<file path="config.mk">
export PLATFORM = sky130hd
export DESIGN_NAME = dsi_rsp_parser
export DESIGN_NICKNAME = d
export VERILOG_FILES = /design/src/rtl/dsi_rsp_pkg.sv /design/src/rtl/dsi_rsp_classify.sv /design/src/rtl/dsi_rsp_shifter.sv /design/src/rtl/dsi_rsp_parser.sv
export SDC_FILE = /design/constraint.sdc
export NUM_CORES = 1
export LEC_CHECK = 0
export BUFFER_PORTS_ARGS = -buffer_cell sky130_fd_sc_hd__buf_2
export CELL_PAD_IN_SITES_DETAIL_PLACEMENT = 2
export CELL_PAD_IN_SITES_GLOBAL_PLACEMENT = 2
export CORE_MARGIN = 5
export CORE_UTILIZATION = 31
export CTS_CLUSTER_SIZE = 14
export DETAILED_ROUTE_END_ITERATION = 7
export PLACE_DENSITY_LB_ADDON = 0.08
export SYNTH_ARGS = -nofsm -noshare
export SYNTH_HDL_FRONTEND = slang
export SYNTH_SLANG_ARGS = --single-unit
</file>
<file path="constraint.sdc">
create_clock -name clk_i -period 2.1 [get_ports clk_i]
set_input_delay 0.42 -clock clk_i [delete_from_list [all_inputs] [get_ports clk_i]]
set_output_delay 0.42 -clock clk_i [all_outputs]
set_load 0.02 [all_outputs]
</file>
<file path="src/rtl/dsi_rsp_pkg.sv">
package dsi_rsp_pkg;
  localparam logic [5:0] DT_ACK_ERR    = 6'h02;
  localparam logic [5:0] DT_DCS_SHORT1 = 6'h21;
  localparam logic [5:0] DT_DCS_SHORT2 = 6'h22;
  localparam logic [5:0] DT_GEN_LONG   = 6'h1A;
  localparam logic [5:0] DT_DCS_LONG   = 6'h1C;
  localparam logic [31:0] STAT_ACK     = 32'h0000_0084;
  localparam logic [31:0] STAT_ESC     = 32'h0000_0087;

  typedef enum logic [1:0] {RK_ACKERR, RK_SHORT, RK_LONG, RK_UNKNOWN} rsp_kind_e;
  typedef enum logic [2:0] {
    ST_IDLE, ST_STAT, ST_HDR, ST_PAY, ST_EMIT, ST_DRAIN, ST_DONE
  } prs_state_e;
endpackage

</file>
<file path="src/rtl/dsi_rsp_classify.sv">
module dsi_rsp_classify import dsi_rsp_pkg::*; #(
  parameter int LEN_W = 16
) (
  input  logic [23:0]      hdr_i,
  output rsp_kind_e        kind_o,
  output logic [LEN_W-1:0] nbytes_o
);
  logic [5:0] dt;
  assign dt = hdr_i[5:0];

  always_comb begin
    kind_o   = RK_UNKNOWN;
    nbytes_o = '0;
    unique case (dt)
      DT_ACK_ERR: kind_o = RK_ACKERR;
      DT_DCS_SHORT1: begin
        kind_o   = RK_SHORT;
        nbytes_o = LEN_W'(1);
      end
      DT_DCS_SHORT2: begin
        kind_o   = RK_SHORT;
        nbytes_o = LEN_W'(2);
      end
      DT_GEN_LONG, DT_DCS_LONG: begin
        kind_o   = RK_LONG;
        nbytes_o = LEN_W'(hdr_i[23:8]);
      end
      default: kind_o = RK_UNKNOWN;
    endcase
  end
endmodule

</file>
<file path="src/rtl/dsi_rsp_shifter.sv">
module dsi_rsp_shifter #(
  parameter int WORD_W = 32,
  localparam int LANES  = WORD_W / 8,
  localparam int LANE_W = $clog2(LANES + 1)
) (
  input  logic              clk_i,
  input  logic              rst_ni,
  input  logic              load_i,
  input  logic [WORD_W-1:0] load_word_i,
  input  logic [LANE_W-1:0] load_lanes_i,
  input  logic              shift_i,
  output logic [7:0]        byte_o,
  output logic [LANE_W-1:0] lanes_o
);
  logic [WORD_W-1:0] sh_q;
  logic [LANE_W-1:0] lanes_q;

  always_ff @(posedge clk_i or negedge rst_ni) begin
    if (!rst_ni) begin
      sh_q    <= '0;
      lanes_q <= '0;
    end else if (load_i) begin
      sh_q    <= load_word_i;
      lanes_q <= load_lanes_i;
    end else if (shift_i) begin
      sh_q    <= sh_q >> 8;
      lanes_q <= lanes_q - 1'b1;
    end
  end

  assign byte_o  = sh_q[7:0];
  assign lanes_o = lanes_q;


  lanes_range_chk: assert property (@(posedge clk_i) disable iff (!rst_ni)
    lanes_q <= LANE_W'(LANES));

  no_empty_shift_chk: assert property (@(posedge clk_i) disable iff (!rst_ni)
    shift_i |-> lanes_q != '0);
endmodule

</file>
<file path="src/rtl/dsi_rsp_parser.sv">
module dsi_rsp_parser import dsi_rsp_pkg::*; #(
  parameter int CNT_W = 5,
  parameter int LEN_W = 16
) (
  input  logic             clk_i,
  input  logic             rst_ni,
  input  logic             start_i,
  input  logic [CNT_W-1:0] word_count_i,
  input  logic [LEN_W-1:0] max_len_i,
  input  logic             fifo_valid_i,
  input  logic [31:0]      fifo_word_i,
  output logic             fifo_pop_o,
  output logic [7:0]       byte_o,
  output logic             byte_valid_o,
  output logic             ack_o,
  output logic             escape_o,
  output logic [15:0]      err_vec_o,
  output logic             err_valid_o,
  output logic             bad_type_o,
  output logic             done_o
);
  localparam int WORD_W = 32;
  localparam int LANES  = WORD_W / 8;
  localparam int LANE_W = $clog2(LANES + 1);

  prs_state_e       state_q, state_d;
  logic [CNT_W-1:0] words_q, wl_dec;
  logic [LEN_W-1:0] bytes_q, max_q, bl_init, bl_dec;
  rsp_kind_e        kind;
  logic [LEN_W-1:0] nbytes;
  logic             more, accept, stat_fire, hdr_fire;
  logic             ld, shift;
  logic [WORD_W-1:0] ld_word;
  logic [LANE_W-1:0] ld_lanes, lanes;
  prs_state_e       tail;

  dsi_rsp_classify #(.LEN_W(LEN_W)) u_cls (
    .hdr_i    (fifo_word_i[23:0]),
    .kind_o   (kind),
    .nbytes_o (nbytes)
  );

  dsi_rsp_shifter #(.WORD_W(WORD_W)) u_sh (
    .clk_i        (clk_i),
    .rst_ni       (rst_ni),
    .load_i       (ld),
    .load_word_i  (ld_word),
    .load_lanes_i (ld_lanes),
    .shift_i      (shift),
    .byte_o       (byte_o),
    .lanes_o      (lanes)
  );

  assign accept    = (state_q == ST_IDLE) && start_i;
  assign wl_dec    = words_q - 1'b1;
  assign more      = (wl_dec != '0);
  assign tail      = more ? ST_DRAIN : ST_DONE;
  assign bl_init   = (nbytes < max_q) ? nbytes : max_q;
  assign bl_dec    = bytes_q - 1'b1;
  assign stat_fire = (state_q == ST_STAT) && fifo_valid_i;
  assign hdr_fire  = (state_q == ST_HDR) && fifo_valid_i;

  always_comb begin
    state_d    = state_q;
    fifo_pop_o = 1'b0;
    ld         = 1'b0;
    ld_word    = '0;
    ld_lanes   = '0;
    shift      = 1'b0;
    unique case (state_q)
      ST_IDLE: if (start_i) state_d = (word_count_i == '0) ? ST_DONE : ST_STAT;
      ST_STAT: if (fifo_valid_i) begin
        fifo_pop_o = 1'b1;
        state_d    = more ? ST_HDR : ST_DONE;
      end
      ST_HDR: if (fifo_valid_i) begin
        fifo_pop_o = 1'b1;
        unique case (kind)
          RK_SHORT: begin
            ld       = 1'b1;
            ld_word  = {8'h00, fifo_word_i[31:8]};
            ld_lanes = LANE_W'(LANES - 1);
            state_d  = (bl_init == '0) ? tail : ST_EMIT;
          end
          RK_LONG: state_d = (bl_init == '0 || !more) ? tail : ST_PAY;
          default: state_d = tail;
        endcase
      end
      ST_PAY: if (fifo_valid_i) begin
        fifo_pop_o = 1'b1;
        ld         = 1'b1;
        ld_word    = fifo_word_i;
        ld_lanes   = LANE_W'(LANES);
        state_d    = ST_EMIT;
      end
      ST_EMIT: begin
        shift = 1'b1;
        if (bl_dec == '0 || lanes == LANE_W'(1)) begin
          if (bl_dec != '0 && words_q != '0) state_d = ST_PAY;
          else if (words_q != '0)            state_d = ST_DRAIN;
          else                               state_d = ST_DONE;
        end
      end
      ST_DRAIN: if (fifo_valid_i) begin
        fifo_pop_o = 1'b1;
        if (!more) state_d = ST_DONE;
      end
      ST_DONE: state_d = ST_IDLE;
      default: state_d = ST_IDLE;
    endcase
  end

  always_ff @(posedge clk_i or negedge rst_ni) begin
    if (!rst_ni) begin
      state_q     <= ST_IDLE;
      words_q     <= '0;
      bytes_q     <= '0;
      max_q       <= '0;
      ack_o       <= 1'b0;
      escape_o    <= 1'b0;
      err_vec_o   <= '0;
      err_valid_o <= 1'b0;
      bad_type_o  <= 1'b0;
    end else begin
      state_q <= state_d;
      if (accept) begin
        words_q     <= word_count_i;
        max_q       <= max_len_i;
        ack_o       <= 1'b0;
        escape_o    <= 1'b0;
        err_vec_o   <= '0;
        err_valid_o <= 1'b0;
        bad_type_o  <= 1'b0;
      end else if (fifo_pop_o) begin
        words_q <= wl_dec;
      end
      if (stat_fire) begin
        ack_o    <= (fifo_word_i == STAT_ACK);
        escape_o <= (fifo_word_i == STAT_ESC);
      end
      if (hdr_fire) begin
        bytes_q <= bl_init;
        if (kind == RK_ACKERR) begin
          err_vec_o   <= fifo_word_i[23:8];
          err_valid_o <= 1'b1;
        end
        if (kind == RK_UNKNOWN) bad_type_o <= 1'b1;
      end else if (state_q == ST_EMIT) begin
        bytes_q <= bl_dec;
      end
    end
  end

  assign byte_valid_o = (state_q == ST_EMIT);
  assign done_o       = (state_q == ST_DONE);

  // checker bookkeeping
  logic [LEN_W:0]   emit_cnt_q;
  logic [CNT_W:0]   pop_cnt_q;
  logic [CNT_W-1:0] wc_q;

  always_ff @(posedge clk_i or negedge rst_ni) begin
    if (!rst_ni) begin
      emit_cnt_q <= '0;
      pop_cnt_q  <= '0;
      wc_q       <= '0;
    end else if (accept) begin
      emit_cnt_q <= '0;
      pop_cnt_q  <= '0;
      wc_q       <= word_count_i;
    end else begin
      if (byte_valid_o) emit_cnt_q <= emit_cnt_q + 1'b1;
      if (fifo_pop_o)   pop_cnt_q  <= pop_cnt_q + 1'b1;
    end
  end


  len_cap_chk: assert property (@(posedge clk_i) disable iff (!rst_ni)
    byte_valid_o |-> emit_cnt_q < {1'b0, max_q});

  pop_cap_chk: assert property (@(posedge clk_i) disable iff (!rst_ni)
    fifo_pop_o |-> pop_cnt_q < {1'b0, wc_q});

  done_all_popped_chk: assert property (@(posedge clk_i) disable iff (!rst_ni)
    done_o |-> pop_cnt_q == {1'b0, wc_q});

  done_pulse_chk: assert property (@(posedge clk_i) disable iff (!rst_ni)
    done_o |=> !done_o);

  no_bytes_bad_chk: assert property (@(posedge clk_i) disable iff (!rst_ni)
    byte_valid_o |-> !bad_type_o);

  pop_valid_chk: assert property (@(posedge clk_i) disable iff (!rst_ni)
    fifo_pop_o |-> fifo_valid_i);

  busy_start_chk: assert property (@(posedge clk_i) disable iff (!rst_ni)
    (state_q != ST_IDLE && start_i) |=> $stable(max_q) && $stable(wc_q));
endmodule

</file>
==> run metrics, run 1 <==
status finished with violations; failing checks negative setup slack; most frequent CP cell buf_4; reg2reg path depth 11; pre-CTS setup slack -1.33 ns; first-pass GRT wire length 47,200 um; mean routed wirelength per cell 32.5 um; clock sink count 95; Max VDD drop 0.00100 V; Num CTS Buffers 9; hpwl dp 18,400 um; Critical R2R Launch max_q[15]; vias in the first global route 7,302; Core Box Area 0.0180 mm2; Area Growth Syn to Fin 66.5%; crit start category primary input; Final #Nets 978; syn_nets 742; top_reg_cell synth dfrtp_1; vias per cell 5.95; share of cells above drive strength 1 49.0%; input/output buffers 87; count of cell types in the netlist 58; Worst Hold Class primary input to async pin; non-filler cells, final 1,133; GPL Wtd Cong 0.904; sequential fraction of the synthesis area 41.9%; clock transition at the registers of the reported paths 0.08 ns; Req. time, crit path 2.37 ns; CTS tree done; CP max stage delay 0.34 ns; Final Hold Vio Count 0; Hold Buf Count CTS 0; Post-Route WL 36,800 um; leakage 0.00413 uW; asr flop ratio synth 100%; Worst-Margin Slew 0.960 ns; Initial DRC Count 504; die width 145 um; Synth Instances 661; crit path launch fifo_word_i[0]; Top-Level Pins 88; worst setup margin -1.08 ns; H-tree depth 3; mean post-synth cell area 8.59 um2; Setup Viol. Count Final 71; Crit-path slowest cell o32ai_2; GR Util All Layers 28.9%; Power Dens Cells 1310 mW/mm2; Pwr Total 12,400 uW; critical path class primary input to flip-flop; Vias 6,737; initial antenna violation count 2; largest net degree at the start of global routing 96; Critical Path AT 3.45 ns; crit-path cells buf_6 > nand4bb_4 > nor2_4 > buf_12 > and2_4 > ha_4 > nand4_1 > buf_4 > nor3_2 > o311ai_2 > buf_4 > a311oi_4 > a21o_1 > a2111oi_4 > o32ai_2; Chip Height 145 um; DRC 0; commonest non-fill, non-tap cells in the layout buf_4 (137), dfrtp_1 (95), nand2_1 (82); Synth Register Bits 95; Post-synth EDFFs 0; r2r setup slk -0.93 ns; yosys warns 0; Final min period 3.18 ns; Cell Rows 49; slew margin rel. 35.5%; worst clock skew 0.0155 ns; RSZ-0062 raised after global routing true; CP Max Fanout 8; commonest non-fill, non-tap cell in the layout buf_4; Clk Latency, worst-skew pair 0.39 ns; GRT overflow 0; fin. max-slew vios 0; Clock Tree Buf Depth 2; clock root cell clkbuf_16; Tcrit/Tclk final 152%; Placed Cells 1,060; initial core utilization 31.5%; die area 0.0211 mm2; CP Capture Type flip-flop; DRT antenna net count 0; maximum clock rate 314 MHz; first-pass iteration count of the detailed router 5; Syn Std Cell Area 0.00568 mm2; max cap viols 0
where the power goes:
group	leakage (uW)	internal (uW)	switching (uW)
sequential	0.00119	2530	668
clock	0.000157	965	949
combinational	0.00278	3110	4190
area by class of cell:
class                   count  area, um2
flip-flops and latches     95       2380
clock inverters             7       95.1
diodes                      2       5.00
clock buffers               9        225
repair buffers            270       2350
inverters                  31        116
fillers                  1816       8570
well taps                 229        287
multi-input cells         490       4000
state kept, by name (all words and copies together), names as in the netlist:
register and cells:
state_q 3, bad_type_o 1, err_valid_o 1, err_vec_o 16, u_sh.sh_q 32, escape_o 1
ack_o 1, words_q 5, u_sh.lanes_o 3, bytes_q 16, max_q 16
final timing paths:
path,to
worst max-delay path,state_q[0]
worst min-delay path,words_q[4]
worst max register to register,state_q[0]
worst min register to register,escape_o
max in group asynchronous,err_vec_o[4]
min in group clk_i,max_q[0]
synthesized netlist by cell type, drive strengths merged (3+ instances only):
master / number / area [um2]
a211oi: 11 / 82.6
a21oi: 22 / 110
a221o: 3 / 30.0
a22o: 8 / 70.1
a22oi: 27 / 203
a31oi: 26 / 163
and2: 20 / 125
and3: 4 / 25.0
buf: 22 / 138
clkbuf: 23 / 86.3
dfrtp: 95 / 2380
ha: 24 / 300
inv: 31 / 116
mux2i: 10 / 100
nand2: 104 / 390
nand2b: 7 / 43.8
nand3: 21 / 105
nand4: 5 / 31.3
nor2: 55 / 206
nor2b: 4 / 25.0
nor3: 16 / 80.1
nor4: 17 / 128
nor4b: 3 / 26.3
o211ai: 9 / 67.6
o21ai: 42 / 210
o31ai: 4 / 30.0
or3: 4 / 25.0
or4: 5 / 45.0
xnor2: 9 / 78.8
xor2: 4 / 35.0
metrics by stage:
step                hold WS (ns)  cell area (um2)  TNS [ns]  util, %
CTS                        0.145             8770    -23.81     48.7
global route               0.137             9460    -29.37     52.5
floorplan                  0.124             5870    -16.89        -
detailed placement         0.474             7380    -46.95     41.0
global placement           0.459             7380    -41.36     41.0
finish                    0.0904             9460    -27.93     52.5
routing by layer:
metal / global-route usage (%) / share of wire (%)
met5: 0 / 0
met4: 15.0 / 5.5
met3: 4.36 / 4.3
met2: 48.7 / 50
met1: 36.0 / 40
worst max-delay path, delay by kind of cell:
family,cells,cell delay [ns]
AOI/OAI and AO/OA,5,1.19
and+or+nand+nor,5,1.02
buffers and inverters,4,0.67
adders and majority gates,1,0.14
cells by family after synthesis:
| group | share of synthesized area (%) |
|---|---|
| compound gates | 19.9 |
| simple gates | 23.2 |
| flops | 41.9 |
| buf+inv | 5.99 |
| fa+ha+maj | 5.29 |
| xor+xnor | 2.00 |
| mux | 1.76 |
repair_timing:
action | in CTS | in global routing
endpoints found under the setup margin | 68 | 72
buffers inserted | 29 | 31
pin swaps | 41 | 54
gates resized for setup | 123 | 119
endpoints found under the hold margin | 0 | 0
gates cloned | 10 | 5
Power figures use the tool's default switching activity.
==> inputs of run 2 (changes only) <==
--- a/config.mk
+++ b/config.mk
@@ -5,11 +5,12 @@
 export SDC_FILE = /design/constraint.sdc
 export NUM_CORES = 1
 export LEC_CHECK = 0
+export ABC_AREA = 1
 export BUFFER_PORTS_ARGS = -buffer_cell sky130_fd_sc_hd__buf_2
 export CELL_PAD_IN_SITES_DETAIL_PLACEMENT = 2
 export CELL_PAD_IN_SITES_GLOBAL_PLACEMENT = 2
 export CORE_MARGIN = 5
-export CORE_UTILIZATION = 31
+export CORE_UTILIZATION = 30
 export CTS_CLUSTER_SIZE = 14
 export DETAILED_ROUTE_END_ITERATION = 7
 export PLACE_DENSITY_LB_ADDON = 0.08
==> run 2 against run 1 <==
  * The flow still finishes with violations (negative setup slack)
  * Critical path depth rose by 12
  * Count of clock-buffer cells in the layout is the same
  * Die area is 4.6% higher
  * Sequential share of layout area down 1.3 points
  * Sequential cell count stayed put
  * Critical path type unchanged
  * Largest power group unchanged
==> run metrics, run 2 <==
Req. time, crit path 2.41 ns; non-filler cells, final 1,296; Initial DRC Count 493; worst clock skew 0.0125 ns; initial antenna violation count 0; Clk Latency, worst-skew pair 0.38 ns; GPL Wtd Cong 0.834; antenna cell count 0; critical path class primary input to flip-flop; Clock Tree Buf Depth 2; area share of the largest cell type after synthesis 41.2%; reg2reg path depth 14; Setup Viol. Count Final 55; hpwl dp 19,400 um; GRT overflow 0; Sum Neg Setup Slack -13.92 ns; Post-synth EDFFs 0; CP Capture Type flip-flop; Critical R2R Launch bytes_q[0]; area leader, netlist dfrtp_1; leakage 0.00488 uW; maximum clock rate 314 MHz; vias in the first global route 7,723; input/output buffers 87; initial core utilization 30.6%; largest register by flop count u_sh.sh_q; share of cells above drive strength 1 48.8%; number of fill cells in the layout 1,974; Vias 7,233; sequential fraction of the synthesis area 41.2%; status finished with violations; clock transition at the registers of the reported paths 0.09 ns; crit start category primary input; GR Util All Layers 26.8%; DRT antenna net count 0; clock root cell clkbuf_16; Power Dens Cells 1160 mW/mm2; first-pass GRT wire length 45,800 um; count of cell types in the netlist 37; Cell Rows 50; asr flop ratio synth 100%; mean post-synth cell area 7.49 um2; Tcrit/Tclk final 151%; synth cell count leaders nand2_1 (142), inv_1 (109), dfrtp_1 (95), o21ai_0 (91), nor2_1 (79); Synth Register Bits 95; commonest non-fill, non-tap cell in the layout buf_4; vias per cell 5.58; failing checks negative setup slack; crit path capture state_q[0]; first-pass iteration count of the detailed router 5; Critical Path AT 3.49 ns; commonest non-fill, non-tap cells in the layout buf_4 (152), inv_1 (105), dfrtp_1 (95); RSZ-0062 raised after global routing true; largest net degree at the start of global routing 52; Top-Level Pins 88; r2r endpoint state_q[1]; die area 0.0221 mm2; fin. max-slew vios 0; Final Hold Vio Count 0; Final #Nets 1,112; top-count cell post-synth nand2_1; syn_nets 851; clock sink count 95; Area Growth Syn to Fin 72.9%; CTS tree done; die width 149 um; Syn Std Cell Area 0.00577 mm2; top_reg_cell synth dfrtp_1; WHS 0.273 ns; max reg flops 32; H-tree depth 3; Core Box Area 0.0188 mm2; Placed Cells 1,233; max cap viols 0; CP Max Fanout 8; DRC 0; Worst Hold Class primary input to flip-flop; Chip Height 149 um; Num CTS Buffers 9; worst setup margin -1.08 ns; Final min period 3.18 ns; top post-synthesis cells by area dfrtp_1 (41%), nand2_1 (9.2%), o21ai_0 (7.9%), inv_1 (7.1%), ha_1 (5.2%); Max VDD drop 0.000703 V; mean routed wirelength per cell 29.8 um; yosys warns 0; Worst-Margin Slew 0.616 ns; pre-CTS setup slack -1.39 ns; slew margin rel. 58.6%; crit path launch fifo_word_i[0]; r2r setup slk -1.07 ns; Synth Instances 770; Post-Route WL 38,600 um
## run 2: changes by cell type in the layout (fill, tap and decap cells not counted), sizes merged, moves of 9 or more
cell and change:
nand3 +34, and2 -20, buf +14, a22oi -27, a31oi -26, nor4 -10
o21ai +49, nor2 +29, o22ai +38, mux2i -10, nand2 +44, inv +80
a211oi -9
## run 2: routing by layer
| layer | vias to the layer above | wire length, um | global-route usage, % | share of wire [%] |
|---|---|---|---|---|
| met5 | - | 0 | 0 | 0 |
| met4 | 0 | 2330 | 10.7 | 6.0 |
| met3 | 128 | 1670 | 4.05 | 4.3 |
| met2 | 324 | 19700 | 48.1 | 51 |
| met1 | 3704 | 14900 | 32.2 | 39 |
| li1 | 3077 | - | - | - |
## run 2: worst min-delay path by stage
stage / slack (ns) / end / depth (start not counted) / start
2_1_floorplan: 0.12 / ack_o / 0 / rst_ni
3_3_place_gp: 0.30 / words_q[0] / 1 / rst_ni
3_5_place_dp: 0.30 / words_q[0] / 1 / rst_ni
4_1_cts: 0.26 / max_q[0] / 3 / max_len_i[0]
5_1_grt: 0.29 / max_q[10] / 3 / max_len_i[10]
6_report: 0.27 / max_q[15] / 3 / max_len_i[15]
## run 2: kinds of logic after synthesis
logic type / count (synthesis) / synth area share (%)
buf+inv: 153 / 10.8
compound gates: 169 / 16.9
simple gates: 316 / 23.9
xor+xnor: 13 / 1.97
flops: 95 / 41.2
fa+ha+maj: 24 / 5.21
## run 2: repair_timing
item	CTS	global route
pin swaps	49	77
endpoints found under the setup margin	70	76
hold endpoints to repair	11	0
setup buffers	19	23
resized for setup	148	228
hold buffers	1	0
cloned	5	7
## run 2: report_power, final
part           total [uW]  switching [uW]  internal, uW
clock                1870             920           952
combinational        6650            4010          2650
sequential           3050             538          2510
## run 2: worst max-delay path, stage by stage
cell and delay (ns):
buf_12 0.11, inv_8 0.06, nand3_4 0.13, nand2_8 0.13, nand2_8 0.09, o21ai_2 0.17, buf_4 0.17, ha_4 0.21
nand2_1 0.10, nand2_1 0.08, nand2_1 0.08, nand2_1 0.06, nand2_1 0.10, nand2_2 0.10, nand2_8 0.14, nand2_8 0.11
nand2_4 0.10, nand2_4 0.07, nor2_1 0.15, nand2_2 0.11, nor2_4 0.14, nand3_2 0.11, nand2_2 0.11, nand3_1 0.09
nand2_1 0.13, nand2_1 0.07, nand2_1 0.10
## run 2: through the flow
stage	area, um2	power, uW	util (%)
floorplan	5840	5440	-
global placement	7630	7380	40.5
detailed placement	7630	7710	40.5
CTS	8680	9920	46.1
global route	9970	12000	53.0
finish	9970	11600	53.0
## run 2: area by class of cell
cell class	instances	area (um2)	area share, %
well taps	260	325	3.26
clock buffers	9	225	2.26
repair buffers	288	2470	24.7
flip-flops and latches	95	2380	23.8
inverters	113	454	4.55
clock inverters	7	88.8	0.891
multi-input cells	524	4030	40.5
